### src/rtl/pal_pkg.sv
package pal_pkg;

    localparam int PAL_ENTRIES = 8;
    localparam int PAL_IDX_W   = $clog2(PAL_ENTRIES);
    localparam int COLOUR_W    = 3;
    localparam int GRAY_W      = 3;

    typedef logic [COLOUR_W-1:0]  colour_t;
    typedef logic [PAL_IDX_W-1:0] pal_idx_t;
    typedef logic [GRAY_W-1:0]    gray_t;

    typedef struct packed {
        logic g;
        logic r;
        logic b;
    } rgb_t;

    typedef struct packed {
        logic  valid;
        rgb_t  rgb;
        gray_t gray;
    } pix_out_t;

    // colour number bit 0 drives blue, bit 1 red, bit 2 green
    function automatic rgb_t colour_to_rgb(input colour_t c);
        rgb_t o;
        o.b = c[0];
        o.r = c[1];
        o.g = c[2];
        return o;
    endfunction

    // black stays dark, brighter colours map to lower gradation codes
    function automatic gray_t colour_to_gray(input colour_t c);
        logic [COLOUR_W:0] diff;
        diff = (COLOUR_W+1)'(PAL_ENTRIES) - {1'b0, c};
        if (c == '0)
            return '0;
        return diff[GRAY_W-1:0];
    endfunction

    localparam pix_out_t PIX_DARK = '{valid: 1'b0, rgb: '{g: 1'b0, r: 1'b0, b: 1'b0}, gray: '0};

endpackage

### src/rtl/pal_host_decode.sv
module pal_host_decode
    import pal_pkg::*;
#(
    parameter int              ADDR_W   = 16,
    parameter logic [ADDR_W-1:0] PAL_BASE = ADDR_W'('h140)
) (
    input  logic [ADDR_W-1:0] io_addr,
    input  logic              io_wr_n,
    output logic              pal_we_n,
    output pal_idx_t          pal_wr_idx
);

    // address bits that select the entry: 1,2 (word in group) and 4 (group)
    localparam int GRP_BIT  = 4;
    localparam logic [ADDR_W-1:0] SEL_MASK  = ADDR_W'('h16);
    localparam logic [ADDR_W-1:0] MATCH_VAL = (PAL_BASE & ~SEL_MASK) | ADDR_W'(1);

    logic cs_hit;

    always_comb begin
        cs_hit     = ((io_addr & ~SEL_MASK) == MATCH_VAL);
        pal_wr_idx = {io_addr[GRP_BIT], io_addr[2:1]};
        // active-low write enable: chip select gated with write strobe
        pal_we_n   = io_wr_n | ~cs_hit;
    end

endmodule

### src/rtl/pal_regfile.sv
module pal_regfile
    import pal_pkg::*;
#(
    parameter int ENTRIES = PAL_ENTRIES,
    parameter int WIDTH   = COLOUR_W,
    localparam int IDX_W  = $clog2(ENTRIES)
) (
    input  logic                     clk,
    input  logic                     rst,
    input  logic                     we_n,
    input  logic [IDX_W-1:0]         wr_idx,
    input  logic [WIDTH-1:0]         wr_data,
    input  logic [IDX_W-1:0]         rd_idx,
    output logic [WIDTH-1:0]         rd_data,
    output logic [ENTRIES*WIDTH-1:0] ent_flat
);

    logic [WIDTH-1:0] mem [ENTRIES];

    always_ff @(posedge clk) begin
        if (rst) begin
            for (int i = 0; i < ENTRIES; i++)
                mem[i] <= '0;
        end else if (!we_n) begin
            mem[wr_idx] <= wr_data;
        end
    end

    for (genvar g = 0; g < ENTRIES; g++) begin : g_flat
        assign ent_flat[g*WIDTH +: WIDTH] = mem[g];
    end

    // flow-through: a write to the selected word is visible on the read side
    always_comb begin
        if (!we_n && (wr_idx == rd_idx))
            rd_data = wr_data;
        else
            rd_data = mem[rd_idx];
    end

endmodule

### src/rtl/pal_out_stage.sv
module pal_out_stage
    import pal_pkg::*;
(
    input  logic     clk,
    input  logic     rst,
    input  logic     rd_en_n,
    input  colour_t  colour,
    output pix_out_t pix_q
);

    pix_out_t pix_d;

    always_comb begin
        if (rd_en_n) begin
            pix_d = PIX_DARK;
        end else begin
            pix_d.valid = 1'b1;
            pix_d.rgb   = colour_to_rgb(colour);
            pix_d.gray  = colour_to_gray(colour);
        end
    end

    always_ff @(posedge clk) begin
        if (rst)
            pix_q <= PIX_DARK;
        else
            pix_q <= pix_d;
    end

endmodule

### src/rtl/palette_lut.sv
module palette_lut
    import pal_pkg::*;
#(
    parameter int                ADDR_W   = 16,
    parameter int                DATA_W   = 16,
    parameter int                DATA_LSB = 8,
    parameter logic [ADDR_W-1:0] PAL_BASE = ADDR_W'('h140)
) (
    input  logic              clk,
    input  logic              rst,
    input  logic [ADDR_W-1:0] io_addr,
    input  logic [DATA_W-1:0] io_wdata,
    input  logic              io_wr_n,
    input  logic [2:0]        plane_bits,
    input  logic              rd_en_n,
    output logic              rgb_r,
    output logic              rgb_g,
    output logic              rgb_b,
    output logic [2:0]        mono_level,
    output logic              pix_valid
);

    logic                               pal_we_n;
    pal_idx_t                           pal_wr_idx;
    colour_t                            wr_colour;
    colour_t                            rd_colour;
    logic [PAL_ENTRIES*COLOUR_W-1:0]    ent_flat;
    pix_out_t                           pix_q;
    logic                               unused_bus_bits;

    assign wr_colour       = io_wdata[DATA_LSB +: COLOUR_W];
    assign unused_bus_bits = ^io_wdata;

    pal_host_decode #(
        .ADDR_W   (ADDR_W),
        .PAL_BASE (PAL_BASE)
    ) u_decode (
        .io_addr    (io_addr),
        .io_wr_n    (io_wr_n),
        .pal_we_n   (pal_we_n),
        .pal_wr_idx (pal_wr_idx)
    );

    pal_regfile #(
        .ENTRIES (PAL_ENTRIES),
        .WIDTH   (COLOUR_W)
    ) u_regs (
        .clk      (clk),
        .rst      (rst),
        .we_n     (pal_we_n),
        .wr_idx   (pal_wr_idx),
        .wr_data  (wr_colour),
        .rd_idx   (plane_bits),
        .rd_data  (rd_colour),
        .ent_flat (ent_flat)
    );

    pal_out_stage u_out (
        .clk     (clk),
        .rst     (rst),
        .rd_en_n (rd_en_n),
        .colour  (rd_colour),
        .pix_q   (pix_q)
    );

    assign rgb_r      = pix_q.rgb.r;
    assign rgb_g      = pix_q.rgb.g;
    assign rgb_b      = pix_q.rgb.b;
    assign mono_level = pix_q.gray;
    assign pix_valid  = pix_q.valid;

endmodule

### config.mk
export PLATFORM = sky130hd
export DESIGN_NAME = palette_lut
export DESIGN_NICKNAME = d
export VERILOG_FILES = /design/src/rtl/pal_pkg.sv /design/src/rtl/pal_host_decode.sv /design/src/rtl/pal_regfile.sv /design/src/rtl/pal_out_stage.sv /design/src/rtl/palette_lut.sv
export SDC_FILE = /design/constraint.sdc
export NUM_CORES = 1
export LEC_CHECK = 0
export BUFFER_PORTS_ARGS = -buffer_cell sky130_fd_sc_hd__buf_2
export CAP_MARGIN = 20
export CORE_MARGIN = 2
export CORE_UTILIZATION = 38
export DETAILED_ROUTE_END_ITERATION = 12
export PLACE_DENSITY_LB_ADDON = 0.2
export SYNTH_ARGS = -nofsm -noshare
export SYNTH_HDL_FRONTEND = slang
export SYNTH_HIERARCHICAL = 1
export SYNTH_SLANG_ARGS = --single-unit
### constraint.sdc
create_clock -name clk -period 2.3 [get_ports clk]
set_input_delay 0.115 -clock clk [delete_from_list [all_inputs] [get_ports clk]]
set_output_delay 0.115 -clock clk [all_outputs]
set_load 0.05 [all_outputs]
Word-level counts from Yosys, hierarchy flattened

Memory sizes are Yosys's and may differ from the RTL's.
Cells that the tools add are included.

Flip-flop bits (word level): 7
RAM bits: 24
Bits of input ports: 39
Output and inout port bits: 7
Word-level logic and storage cells: 30
Memories: 1

Memories:

| memory     | words | width | read ports | clocked after Yosys merged registers in | wr ports | line              | RTL |
|---|---|---|---|---|---|---|---|
| u_regs.mem | 8     | 3     | 1          | 0                                       | 8        | pal_regfile.sv:18 | `logic [WIDTH-1:0] mem [ENTRIES];` |

Add/subtract/negate cells: 1
Eq/ne operators: 2
Mux-type cells: 14
Bitwise gates (word level): 2
Reduce and logical (&&, ||, !) cells: 5

Operators with widths:

| operator                                                          | count |
|---|---|
| 3-bit 2-to-1 mux                                                  | 5 |
| 13-bit by 6-bit == test with 1-bit output, second input constant  | 1 |
| 1-bit 2-to-1 mux                                                  | 8 |
| 7-bit 2-to-1 mux                                                  | 1 |
| 3-bit == test                                                     | 1 |
| 3-bit zero test                                                   | 1 |
| 3-bit OR reduction                                                | 1 |
| 1-bit by 3-bit subtractor with 3-bit output, first input constant | 1 |
| 2-bit OR reduction                                                | 1 |
| 1-bit logical AND                                                 | 1 |
| 1-bit zero test                                                   | 1 |
| 1-bit inverter                                                    | 1 |
| 1-bit bitwise OR                                                  | 1 |

Logic depth before layout (Yosys ltp)

Gate-level depths: netlist of the first run.

Depth after elaboration: 11
Gate-level depth with buffers: 8
Mapped depth without buffers: 8

By module

The synthesis of the first run kept the hierarchy.

By module, submodules not included:

| module          | times used | cells each | area each (µm²) | seq. area each (µm²) |
|---|---|---|---|---|
| pal_regfile     | 1          | 87         | 1,257.5         | 720.7 |
| pal_out_stage   | 1          | 19         | 227.7           | 140.1 |
| pal_host_decode | 1          | 8          | 72.6            | 0.0 |

Worst setup path after synthesis of the first run

Ideal clock, no wire load.

Path kind: input-to-reg
Start point: in io_addr[9]
End point: reg, netlist name u_out/pix_q[2]
Library setup time: 0.115 ns
Arrival: 1.886 ns
Path slack: 0.299 ns
Stages on the path: 8
Path buffers: 0
Cells stage by stage: nor4b_2 nand4_1 nor4_1 mux2_2 inv_1 ha_1 ha_1 nor3b_1

Cells in the longest elaborated chain, start to end: 10
Elaborated cells on any way between the ends: 11
Classes of those cells: add/sub: 1; eq/ne: 1; mux: 4; bitwise: 2; reduce/logical: 3

RTL lines:

| item                                                                                                | line                  | RTL |
|---|---|---|
| start, declared                                                                                     | palette_lut.sv:11     | `input logic [ADDR_W-1:0] io_addr,` |
| 13-bit by 6-bit == test with 1-bit output (*)                                                       | pal_host_decode.sv:21 | `cs_hit = ((io_addr & ~SEL_MASK) == MATCH_VAL);` |
| 1-bit inverter (*)                                                                                  | pal_host_decode.sv:24 | `pal_we_n = io_wr_n \| ~cs_hit;` |
| 1-bit bitwise OR (*)                                                                                | pal_host_decode.sv:24 |  |
| net pal_we_n                                                                                        | palette_lut.sv:23     | `logic pal_we_n;` |
| 1-bit zero test (*)                                                                                 | --                    |  |
| 1-bit logical AND (*)                                                                               | pal_regfile.sv:35     | `if (!we_n && (wr_idx == rd_idx))` |
| 3-bit 2-to-1 mux (*)                                                                                | pal_regfile.sv:35     |  |
| net rd_colour[0]                                                                                    | palette_lut.sv:26     | `colour_t rd_colour;` |
| parallel branches: the longest is 3 deep, another holds 1-bit by 3-bit subtractor with 3-bit output | --                    |  |
| 3-bit 2-to-1 mux (*)                                                                                | pal_pkg.sv:39         | `return diff[GRAY_W-1:0];` |

Mark *: on every way through the listed nets, which the timed path passes. The select of a mux whose other input is x is not followed.
A chain may end at the register's enable or synchronous reset.

Worst setup path after layout of the first run

Start point: mem u_regs/mem[5][0] in the netlist's numbering
End point: reg, netlist name u_out/pix_q[2]

Cells in the longest elaborated chain, start to end: 6
Elaborated cells on any way between the ends: 7
Classes of those cells: add/sub: 1; mux: 4; reduce/logical: 1; memory: 1

RTL lines:

| item                                                                                                | line |
|---|---|
| start, declared                                                                                     | pal_regfile.sv:18 |
| memory read 8 x 3 bit (*)                                                                           | -- |
| 3-bit 2-to-1 mux (*)                                                                                | pal_regfile.sv:35 |
| net rd_colour[0]                                                                                    | palette_lut.sv:26 |
| parallel branches: the longest is 3 deep, another holds 1-bit by 3-bit subtractor with 3-bit output | -- |
| 3-bit 2-to-1 mux (*)                                                                                | pal_pkg.sv:39 |

Marked as above.

==> results of run 1 <==
[layer usage]
metal  share of wire, %  global-route usage (%)
met4               0.53                   4.500
met5                  0                       0
met2                 49                   25.73
met1                 42                   18.31
met3                7.6                   3.947
[flip-flops by register name, indices dropped and copies added, names as in the netlist]
register	cells
u_out/pix_q	7
u_regs/mem	24
[cell type report]
| cell class | instances | area (sq um) | area share, % |
|---|---|---|---|
| clock buffer | 6 | 72.57 | 3.954 |
| sequential | 31 | 860.8 | 46.90 |
| multi-input combinational | 75 | 648.1 | 35.31 |
| clock inverter | 2 | 12.51 | 0.6817 |
| inverter | 3 | 11.26 | 0.6135 |
| timing repair buffer | 33 | 167.7 | 9.134 |
| tap | 50 | 62.56 | 3.408 |
[report_power, final]
group	total, mW	switching, mW	internal, mW
clock	0.410	0.199	0.211
combinational	0.160	0.0912	0.0686
sequential	0.639	0.00788	0.631
total	1.21	0.298	0.911
[layout by cell type (no fill, tap or decap)]
cell type,Yosys,routed
nor4_1,1,1
clkinvlp_4,0,1
clkbuf_8,0,5
or3_1,1,1
nand2_1,1,1
or3b_2,1,1
nor4b_2,1,1
nor3_1,2,2
nor3b_1,4,4
ha_1,2,2
buf_4,3,1
and4bb_2,1,1
mux4_1,6,6
or2_2,8,8
xor2_1,3,3
clkinv_2,0,1
nand4_1,1,1
nand2b_1,2,2
nor2_1,8,8
nor4_2,1,1
nor4b_1,2,2
dfxtp_1,7,7
and2_1,24,24
inv_1,3,3
mux2_2,6,6
buf_2,0,32
clkbuf_1,1,1
edfxtp_1,24,24
[path summary, 6_finish.rpt]
kind	start	endpoint	slack, ns	depth (start not counted)
worst max-delay path	u_regs/mem[5][0]	u_out/pix_q[2]	0.12	7
worst min register to register	u_regs/mem[2][1]	u_out/pix_q[4]	1.03	4
worst max register to register	u_regs/mem[5][0]	u_out/pix_q[2]	0.12	7
worst min-delay path	rd_en_n	u_out/pix_q[6]	0.1	2
[logic make-up (layout without fill, tap and decap cells)]
family / count (synthesis) / in the layout / synth area share (%)
xor gates and xnor gates: 3 / 3 / 1.687
adders and majority gates: 2 / 2 / 1.606
buffers and inverters: 8 / 44 / 3.132
DFF: 31 / 31 / 55.26
and+or+nand+nor: 58 / 58 / 23.86
muxes: 12 / 12 / 14.46
==> impl_metrics.json, run 1 <==
{
  "synth_cells": 114,
  "rsz0062_at_grt": "no",
  "coreArea_sq_um": 3971,
  "final_cell_area_sq_um": 1836,
  "ys_top_cells_by_area": "edfxtp_1 (46%), mux4_1 (10%), and2_1 (9.6%)",
  "routedWlPerCell_um": 16.09,
  "clk_path_buf_depth": 2,
  "place.gp.congestion": 0.7207,
  "num_io_pins": 46,
  "synth-main-ff-cell": "edfxtp_1",
  "numCtsBuffers": 5,
  "synth_cell_types": 25,
  "finClkSkew_ns": 0.003334,
  "clkLatencyLatePin_ns": 0.27,
  "critPathRequiredTime_ns": 2.45,
  "die_y_um": 68.03,
  "cts_setup_buffers": 0,
  "cts_tree": "built",
  "n_antenna_cell": 0,
  "startpoint_type": "flip-flop",
  "antenna_found_initial": 0,
  "fin_util_pct": 46.22,
  "drc": 0,
  "dieArea_sq_um": 4627,
  "p_leak_nw": 0.7331,
  "cp_max_fo": 3,
  "power_mw": 1.209,
  "drt_iter0_drc": 59,
  "finalCritPeriodShare_pct": 94.61,
  "routed_wirelength_um": 3218,
  "drive_above_1_share_pct": 38.67,
  "powerDensity_nw_per_um2": 658.5,
  "syn_area_per_cell_sq_um": 13.66,
  "hold_slack_ns": 0.09531,
  "yosys.area.top_type_share_pct": 46.27,
  "cts_max_level": 2,
  "port_buffers": 32,
  "drt_pass1_iterations": 4,
  "worstSetupEndpointType": "flip-flop",
  "ant_nets": 0,
  "ctsHoldBuffers": 0,
  "dp_hpwl_um": 2358,
  "slew_viol_final": 0,
  "syn2layout_area_growth_pct": 17.83,
  "die_x_um": 68.03,
  "worst_path_dominant_cell_family": "multiplexers",
  "ys_warn_count": 6,
  "ctsResizeCount": 0,
  "ir_drop_v": 0.0004310,
  "path_buf_inv": 1,
  "place_area_sq_um": 1750,
  "grt_pass1_vias": 992,
  "status": "completed",
  "path_cells": "mux4_1, mux2_2, mux2_2, inv_1, ha_1, ha_1, nor3b_1",
  "fillers": 375,
  "syn_area_sq_um": 1558,
  "root_buffer": "clkbuf_8",
  "grt_use_total_pct": 14.93,
  "grt_max_degree": 18,
  "std_cell_rows": 23,
  "crit_arrival_ns": 2.33,
  "critPathKind": "reg -> reg",
  "synth_enable_flop_cells": 24,
  "timing.fmax_ghz": 0.4595,
  "relSlewSlack_pct": 78.16,
  "synth_commonest_cells": "and2_1 (24), edfxtp_1 (24), nor2_1 (8), or2_2 (8), dfxtp_1 (7)",
  "layout.cells.non_filler": 200,
  "ys_ff_latch": 31,
  "fin_nets": 190,
  "cp_slowest_cell": "mux4_1",
  "start_util_pct": 39.22,
  "grt_pass1_wl_um": 4781,
  "cpPeakStageDelay_ns": 0.54,
  "worstMarginPinSlew_ns": 0.3251,
  "worstHoldPathType": "in -> reg",
  "yosysTopAreaCell": "edfxtp_1",
  "numClockSinks": 31,
  "fin_ws_ns": 0.1239,
  "ys_seq_area_share_pct": 55.26,
  "setup_tns_ns": 0,
  "hold_viol": 0,
  "via_per_inst": 4.995,
  "maxCapViolations": 0,
  "placed_cells": 192,
  "vias": 999,
  "setup_viol": 0,
  "grt_overflow": 0,
  "period_needed_ns": 2.176,
  "clk_pin_slew_ns": 0.07,
  "postSynth.asyncResetShare_pct": 0,
  "dp_slack_ns": 0.1074,
  "synthesis.nets": 155
}
(Power assumes the default switching activity.)
==> run 2, diff against run 1 <==
Clock period 2.3 ns to 2.7 ns, I/O delays scaled along.
==> impl_metrics.json, run 2 (synthesis gave the netlist of run 1 again) <==
{
  "power_mw": 1.112,
  "die_y_um": 68.03,
  "p_leak_nw": 0.7420,
  "status": "completed",
  "cts_tree": "built",
  "ctsHoldBuffers": 0,
  "period_needed_ns": 2.151,
  "wl_met1_um": 1290,
  "clkLatencyLatePin_ns": 0.28,
  "vias": 990,
  "drive_above_1_share_pct": 38.26,
  "numCtsBuffers": 5,
  "hold_viol": 0,
  "syn2layout_area_growth_pct": 18.79,
  "worstHoldPathType": "in -> reg",
  "hp-start": "rd_en_n",
  "startpoint": "io_addr[9]",
  "critPathRequiredTime_ns": 2.88,
  "ant_nets": 0,
  "cts_max_level": 2,
  "setup_tns_ns": 0,
  "crit_arrival_ns": 2.33,
  "std_cell_rows": 23,
  "drt_pass1_iterations": 4,
  "via_per_inst": 4.975,
  "setup_viol": 0,
  "fin_nets": 189,
  "start_util_pct": 39.22,
  "drt_iter0_drc": 58,
  "largest-register": "u_regs/mem",
  "drc": 0,
  "timing.fmax_ghz": 0.4649,
  "coreArea_sq_um": 3971,
  "finClkSkew_ns": 0.003464,
  "n_antenna_cell": 0,
  "powerDensity_nw_per_um2": 601.0,
  "grt_overflow": 0,
  "reg2reg_from": "u_regs/mem[6][0]",
  "met3_length_um": 241,
  "critPathKind": "in -> reg",
  "finalCritPeriodShare_pct": 79.66,
  "port_buffers": 32,
  "startpoint_type": "input pin",
  "ir_drop_v": 0.0002500,
  "maxCapViolations": 0,
  "layout_common_cells": "buf_2 (32), and2_1 (24), edfxtp_1 (24)",
  "antenna_found_initial": 0,
  "rsz0062_at_grt": "no",
  "dieArea_sq_um": 4627,
  "numClockSinks": 31,
  "grt_use_total_pct": 14.62,
  "root_buffer": "clkbuf_8",
  "reg_top3": "u_regs/mem (24), u_out/pix_q (7)",
  "die_x_um": 68.03,
  "cp_max_fo": 3,
  "fillers": 363,
  "clk_path_buf_depth": 2,
  "grt_pass1_wl_um": 4574,
  "num_io_pins": 46,
  "ctsResizeCount": 0,
  "worstSetupEndpointType": "flip-flop",
  "routedWlPerCell_um": 15.06,
  "slew_viol_final": 0,
  "dp_hpwl_um": 2264,
  "routed_wirelength_um": 2996,
  "grt_max_degree": 18,
  "largest_reg_flops": 24,
  "route.met2.wl_um": 1407,
  "clk_pin_slew_ns": 0.06,
  "routed.top_layer": "met4",
  "final_common_cell": "buf_2",
  "fin_util_pct": 46.60,
  "worstMarginPinSlew_ns": 0.6117,
  "grt_pass1_vias": 939,
  "cts_setup_buffers": 0,
  "place.gp.congestion": 0.7482,
  "relSlewSlack_pct": 58.84
}
==> run 2: cell types whose count changed in the layout (fill, tap and decap cells not counted) <==
cell        previous run  this run
clkbuf_1               1         0
clkinv_1               0         1
clkinvlp_4             1         0
buf_4                  1         0
bufinv_16              0         1
==> run 2: per-layer routing <==
layer / global-route usage (%) / vias up
met4: 6.750 / 0
met5: 0 / -
li1: - / 482
met1: 18.52 / 465
met2: 22.82 / 36
met3: 4.605 / 7
==> run 2: layout make-up <==
cell class	instances	area [sq um]	area share, %
repair buffers	32	160.2	8.655
multi-input cells	75	648.1	35.02
inverters	3	11.26	0.6085
clock inverters	3	38.79	2.096
clock buffers	5	68.82	3.719
flip-flops and latches	31	860.8	46.52
well taps	50	62.56	3.381
==> run 2: power breakdown <==
part           total [mW]  switching [mW]  internal, mW  leakage, nW
clock network       0.435           0.165         0.270       0.0556
logic               0.133          0.0749        0.0584        0.401
registers           0.544         0.00665         0.538        0.285
==> run 2: through the flow <==
stage	hold slack (ns)	worst slack (ns)	area (sq um)	cells
after floorplan	0.2017	0.6790	1558	114
after global placement	0.3956	0.4126	1743	191
after detailed placement	0.3998	0.3191	1743	191
after CTS	0.09971	0.5351	1851	199
after global routing	0.1237	0.3330	1851	199
final	0.1073	0.5491	1851	199
==> run 2: final timing paths <==
| check | end | slack (ns) | cells after the start |
|---|---|---|---|
| worst max-delay path | u_out/pix_q[0] | 0.55 | 9 |
| worst min-delay path | u_out/pix_q[6] | 0.11 | 2 |
| worst max register to register | u_out/pix_q[2] | 0.56 | 7 |
| worst min register to register | u_out/pix_q[4] | 1.04 | 4 |
==> run 2: critical path: stages <==
cell and delay (ns):
buf_2 0.10, nor4b_2 0.28, nand4_1 0.17, nor4_1 0.60
mux2_2 0.30, inv_1 0.05, ha_1 0.19, ha_1 0.20
nor4b_1 0.30
